$ cat config.mk
export PLATFORM = sky130hd
export DESIGN_NAME = bit_branch_unit
export DESIGN_NICKNAME = d
export VERILOG_FILES = /design/src/rtl/bbu_pkg.sv /design/src/rtl/bbu_dpath.sv /design/src/rtl/bbu_ctrl.sv /design/src/rtl/bit_branch_unit.sv
export SDC_FILE = /design/constraint.sdc
export NUM_CORES = 1
export LEC_CHECK = 0
export BUFFER_PORTS_ARGS = -buffer_cell sky130_fd_sc_hd__buf_2
export CAP_MARGIN = 5
export CORE_UTILIZATION = 49
export DETAILED_ROUTE_END_ITERATION = 7
export PLACE_DENSITY = 0.76
export SLEW_MARGIN = 20
export SYNTH_ARGS = -nofsm -noshare
export SYNTH_HDL_FRONTEND = slang
export SYNTH_SLANG_ARGS = --single-unit
$ cat constraint.sdc
create_clock -name clk -period 2.5 [get_ports clk]
set_input_delay 0 -clock clk [delete_from_list [all_inputs] [get_ports clk]]
set_output_delay 0 -clock clk [all_outputs]
set_load 0.02 [all_outputs]
$ cat src/rtl/bbu_pkg.sv
package bbu_pkg;

  // Strobes the control sends to the datapath and to its own result flops
  typedef struct packed {
    logic loadTarget;  // capture the destination address
    logic capture;     // a branch is being resolved
    logic excNow;      // the branch faults because it sits in a slot
    logic takeNow;     // the branch condition holds and no fault
  } ctlStrobes_t;

endpackage

$ cat src/rtl/bbu_dpath.sv
module bbu_dpath
  import bbu_pkg::*;
#(
  parameter int XLEN  = 64,
  parameter int OFFW  = 16,
  parameter int INSTB = 4
) (
  input  logic                     clk,
  input  logic                     rstN,
  input  ctlStrobes_t              strobes,
  input  logic [XLEN-1:0]          pcIn,
  input  logic [OFFW-1:0]          offsetIn,
  input  logic [$clog2(XLEN)-1:0]  bitIdx,
  input  logic                     branchOnSet,
  input  logic [XLEN-1:0]          regVal,
  output logic                     condBit,
  output logic [XLEN-1:0]          target
);
  localparam int SHIFT = $clog2(INSTB);
  localparam int EXTW  = XLEN - OFFW;

  logic [XLEN-1:0] offExt;
  logic [XLEN-1:0] offScaled;
  logic [XLEN-1:0] seqPc;
  logic [XLEN-1:0] targetNext;
  logic [XLEN-1:0] bitMask;
  logic            selBit;

  // A one-hot mask is built for the chosen index, then reduced with the register
  for (genvar i = 0; i < XLEN; i++) begin : g_mask
    assign bitMask[i] = (bitIdx == i[$clog2(XLEN)-1:0]);
  end

  always_comb begin
    selBit  = |(bitMask & regVal);
    condBit = branchOnSet ? selBit : ~selBit;
  end

  always_comb begin
    offExt     = {{EXTW{offsetIn[OFFW-1]}}, offsetIn};
    offScaled  = offExt << SHIFT;
    seqPc      = pcIn + XLEN'(INSTB);
    targetNext = seqPc + offScaled;
  end

  always_ff @(posedge clk) begin
    if (!rstN) begin
      target <= '0;
    end else if (strobes.loadTarget) begin
      target <= targetNext;
    end
  end


  target_hold_chk: assert property (@(posedge clk) disable iff (!rstN)
    !strobes.loadTarget |=> $stable(target));

endmodule

$ cat src/rtl/bbu_ctrl.sv
module bbu_ctrl
  import bbu_pkg::*;
(
  input  logic        clk,
  input  logic        rstN,
  input  logic        inValid,
  input  logic        inSlot,
  input  logic        condBit,
  output ctlStrobes_t strobes,
  output logic        outValid,
  output logic        taken,
  output logic        armSlot,
  output logic        riExc
);

  always_comb begin
    strobes.capture    = inValid;
    strobes.loadTarget = inValid;
    strobes.excNow     = inValid & inSlot;
    strobes.takeNow    = inValid & ~inSlot & condBit;
  end

  always_ff @(posedge clk) begin
    if (!rstN) begin
      outValid <= 1'b0;
      taken    <= 1'b0;
      armSlot  <= 1'b0;
      riExc    <= 1'b0;
    end else begin
      outValid <= strobes.capture;
      taken    <= strobes.takeNow;
      armSlot  <= strobes.capture & ~strobes.excNow;
      riExc    <= strobes.excNow;
    end
  end


  valid_lat_chk: assert property (@(posedge clk) disable iff (!rstN)
    1'b1 |=> (outValid == $past(inValid)));


  cond_follow_chk: assert property (@(posedge clk) disable iff (!rstN)
    (inValid && !inSlot) |=> (taken == $past(condBit)));


  exc_quiet_chk: assert property (@(posedge clk) disable iff (!rstN)
    riExc |-> (!taken && !armSlot));


  arm_chk: assert property (@(posedge clk) disable iff (!rstN)
    (outValid && !riExc) |-> armSlot);


  idle_chk: assert property (@(posedge clk) disable iff (!rstN)
    !outValid |-> !(taken || armSlot || riExc));

endmodule

$ cat src/rtl/bit_branch_unit.sv
module bit_branch_unit
  import bbu_pkg::*;
#(
  parameter int XLEN  = 64,
  parameter int OFFW  = 16,
  parameter int INSTB = 4
) (
  input  logic                     clk,
  input  logic                     rstN,
  input  logic                     inValid,
  input  logic [XLEN-1:0]          pcIn,
  input  logic [OFFW-1:0]          offsetIn,
  input  logic [$clog2(XLEN)-1:0]  bitIdx,
  input  logic                     branchOnSet,
  input  logic [XLEN-1:0]          regVal,
  input  logic                     inSlot,
  output logic                     outValid,
  output logic                     taken,
  output logic [XLEN-1:0]          target,
  output logic                     armSlot,
  output logic                     riExc
);
  ctlStrobes_t strobes;
  logic        condBit;

  bbu_ctrl uCtrl (
    .clk      (clk),
    .rstN     (rstN),
    .inValid  (inValid),
    .inSlot   (inSlot),
    .condBit  (condBit),
    .strobes  (strobes),
    .outValid (outValid),
    .taken    (taken),
    .armSlot  (armSlot),
    .riExc    (riExc)
  );

  bbu_dpath #(.XLEN(XLEN), .OFFW(OFFW), .INSTB(INSTB)) uDpath (
    .clk         (clk),
    .rstN        (rstN),
    .strobes     (strobes),
    .pcIn        (pcIn),
    .offsetIn    (offsetIn),
    .bitIdx      (bitIdx),
    .branchOnSet (branchOnSet),
    .regVal      (regVal),
    .condBit     (condBit),
    .target      (target)
  );


  reset_clear_chk: assert property (@(posedge clk)
    !rstN |=> (!outValid && !taken && !armSlot && !riExc && target == '0));

endmodule

==> flow_metrics.tcl <==
set metrics [dict create \
    antenna_violations_before_repair 5 \
    vias 8572 \
    die-height_um 126 \
    hold_depth 4 \
    design_area_um2 11200 \
    worst_r2r_endpoint "uDpath.target[58]" \
    worstRegToRegCells 3 \
    dpl.cell_count 1472 \
    pin_count_of_the_biggest_net_entering_global_routing 25 \
    rr_startpoint "uDpath.target[58]" \
    timing.hold.worst.class "input port to flop" \
    maximum_clock_skew_at_final_layout_ns 0 \
    critical_path_required_ns 2.75 \
    parity_gate_share_of_the_synthesized_area_counting_xor_and_xnor_cells 0.0654 \
    routed_wirelength_mm 26.3 \
    detail_route.first_pass.iterations 7 \
    portBuffers 222 \
    whs_endpoint "uDpath.target[63]" \
    synth-async-reset-ratio 0 \
    detail_route.iter0.violations 534 \
    pwr_density_cell_nw_per_um2 518 \
    chipWidth_um 126 \
    htreeDepth 3 \
    first_global_vias 8310 \
    layout-drive-gt1-share 0.428 \
    final.setup.tns_ns 0 \
    final_critical_period_ns 2.46 \
    end_kind "flop" \
    cts_root_buffer "clkbuf_16" \
    postLayoutCoreUtil 0.761 \
    postSynthAreaPerCell_um2 8.24 \
    clock_latency_ns 0.35 \
    cts_buffers 9 \
    synth_top_family_by_area "compound AO/OA/AOI/OAI gates" \
    synthFlopType "dfxtp_1" \
    die_area_um2 15800 \
    rows 44 \
    worstPathMaxFanout 4 \
    fmax_mhz 406 \
    hold_path.startpoint "pcIn[63]" \
    place_worst_setup_slack_ns -0.559 \
    cts.reportedPaths.clkPinSlew_ns 0.06 \
    start_kind "input port" \
    grtUsageTotal 0.318 \
    drtAntennaViolNets 0 \
    relative_slew_margins 0.637 \
    gp_routability_congestion 0.949 \
    met2_length_mm 13.5 \
    instances_no_fill 1504 \
    cp_data_arrival_time_ns 2.71 \
    routed_via_density 5.70 \
    criticalPathCategory "input port to flop" \
    drt_drc_violations_left 10 \
    synth.cell_area_um2 7490 \
    max-vdd-ir-drop_v 0.000392 \
    setup_viol 0 \
    compound_gate_fraction_of_synth_area 0.259 \
    area_growth_pct 49.8 \
    final.setup.worst_slack_ns 0.0374 \
    synth_seq_cells 68 \
    max_cap_violations 0 \
    netlist_instances 910 \
    rsz0062_at_grt "yes" \
    topRoutingLayerUsed "met4" \
    synthSimpleGateAreaFrac 0.177 \
    tightest_slew_ns 0.537 \
    nFillCells 1090 \
    synth-edff-count 0 \
    final.period_utilization 0.985 \
    violations "design-rule violations" \
    synth_fa_ha_area_frac 0.205 \
    nNetsFinal 1586 \
    outcome "complete, but fails checks" \
    cts.sinks 68 \
    grt_first_pass_wirelength_mm 40.0 \
    finalHoldViolations 0 \
    dp_hpwl_mm 20.1 \
    longest_clk_path_bufs 2 \
    count_of_pins_over_their_slew_limit 0 \
    wire_per_inst_um 17.5 \
    yosys-mux-area-fraction 0.0591 \
    flop2flop_setup_slack_ns 1.59 \
    grt_remaining_overflow 0 \
    routed_length_on_met3_mm 1.29 \
    wl_met1_mm 10.3 \
    coreArea_um2 14800 \
    synth_cell_types 74 \
    tritoncts "yes" \
    pin_count 223 \
    leakage_nw 5.47 \
    synth_nets 1187 \
    yosysSeqAreaShare 0.182 \
    placed_cell_area_um2 10100 \
    yosys_warnings 0 \
    initial_utilization 0.508 \
]
synthesized netlist by cell type (8+ instances only):
cell type  count  area [µm²]
a21oi_1       71         355
nor2b_1       37         231
or3_1          9        56.3
dfxtp_1       68        1360
o21a_1        10        75.1
xnor2_1       36         315
a211oi_1      10        75.1
a21o_1        33         248
a221oi_1       8        70.1
o21ai_0       37         185
ha_1         121        1510
o21bai_1      16         120
xor2_1        20         175
nor3_1        12        60.1
o21ai_1       27         135
nand4_1       23         144
clkbuf_1      31         116
nor2_1        44         165
nand2_1       83         312
inv_1         19        71.3
nand3_1       18        90.1
a31oi_1       16         100
mux2i_1       33         330
per-stage QoR:
step	total power [mW]	hold WS, ns
after floorplan	2.94	0.0724
after global placement	4.02	0.255
after detailed placement	4.07	0.261
after CTS	5.56	0.0454
after global routing	6.12	0.0778
final	5.81	0.0456
critical path, cell delays in order:
cell	delay, ns
buf_2	0.13
ha_4	0.26
buf_4	0.14
fa_2	0.39
a21o_1	0.18
nand3_2	0.08
a21oi_2	0.07
o311a_1	0.41
o21ai_4	0.25
a21oi_4	0.13
a211oi_4	0.30
o21bai_1	0.11
xnor2_1	0.18
o21ai_1	0.07
state kept, by name (all words and copies together), names as in the netlist:
| signal | count |
|---|---|
| uDpath.target | 64 |
| uCtrl.armSlot | 1 |
| uCtrl.taken | 1 |
| uCtrl.riExc | 1 |
| uCtrl.outValid | 1 |
placed cells by master (no fill, tap or decap), types with 4 or more instances in the layout:
cell type      instances
a211oi_1               5
a21o_1                33
a21oi_1               60
a21oi_2               11
a221oi_1               7
a31oi_1               15
and2_1                 5
and3_1                 5
buf_2                221
buf_4                213
clkbuf_16              9
dfxtp_1               68
diode_2                6
dlygate4sd3_1          4
ha_1                  85
ha_4                  35
inv_1                 16
mux2_2                 4
mux2i_1               33
nand2_1               81
nand2b_1               5
nand3_1               17
nand3b_1               4
nand4_1               23
nor2_1                38
nor2_2                 5
nor2b_1               37
nor3_1                 8
o211a_1                6
o211ai_1               6
o21a_1                10
o21ai_0               34
o21ai_1               27
o21bai_1              15
o22ai_1                7
o31ai_1                5
or3_1                  8
xnor2_1               36
xor2_1                20
how the worst max path moves through the flow:
| stage | from | to | slack [ns] |
|---|---|---|---|
| global route | offsetIn[15] | uDpath.target[60] | -0.04 |
| CTS | offsetIn[0] | uDpath.target[43] | 0.001 |
| floorplan | pcIn[4] | uDpath.target[58] | -0.003 |
| detailed placement | offsetIn[15] | uDpath.target[40] | -0.56 |
| finish | pcIn[4] | uDpath.target[61] | 0.04 |
| global placement | offsetIn[15] | uDpath.target[40] | -0.50 |
cells by family (layout without fill, tap and decap cells):
logic type | Yosys count | count (layout)
buf+inv | 72 | 476
compound gates | 290 | 290
flops | 68 | 68
other cells | 0 | 6
xor+xnor | 56 | 56
fa+ha+maj | 122 | 122
mux | 40 | 40
simple gates | 262 | 262
layer usage:
layer	global-route usage	vias up
met2	0.588	320
met5	0	-
met3	0.0493	69
met4	0.163	0
met1	0.349	3999
li1	-	4184
cell type report:
class / instances / area [µm²] / share of cell area
multi-input combinational: 770 / 6430 / 0.573
timing repair buffer: 441 / 2790 / 0.248
sequential: 68 / 1360 / 0.121
clock buffer: 11 / 243 / 0.0216
tap: 184 / 230 / 0.0205
clock inverter: 5 / 85.1 / 0.00758
inverter: 19 / 71.3 / 0.00635
antenna: 6 / 15.0 / 0.00134
what timing repair did:
action,in CTS,in global routing
setup buffers,1,5
setup endpoints to repair,20,31
hold endpoints to repair,5,0
pin swaps,6,32
gates resized for setup,12,84
hold buffers,4,0
report_power, final:
part	internal, mW	switching [mW]
registers	1.22	0.0773
logic	1.49	1.57
clock network	0.905	0.547
total	3.62	2.20
(Power assumes the default switching activity.)
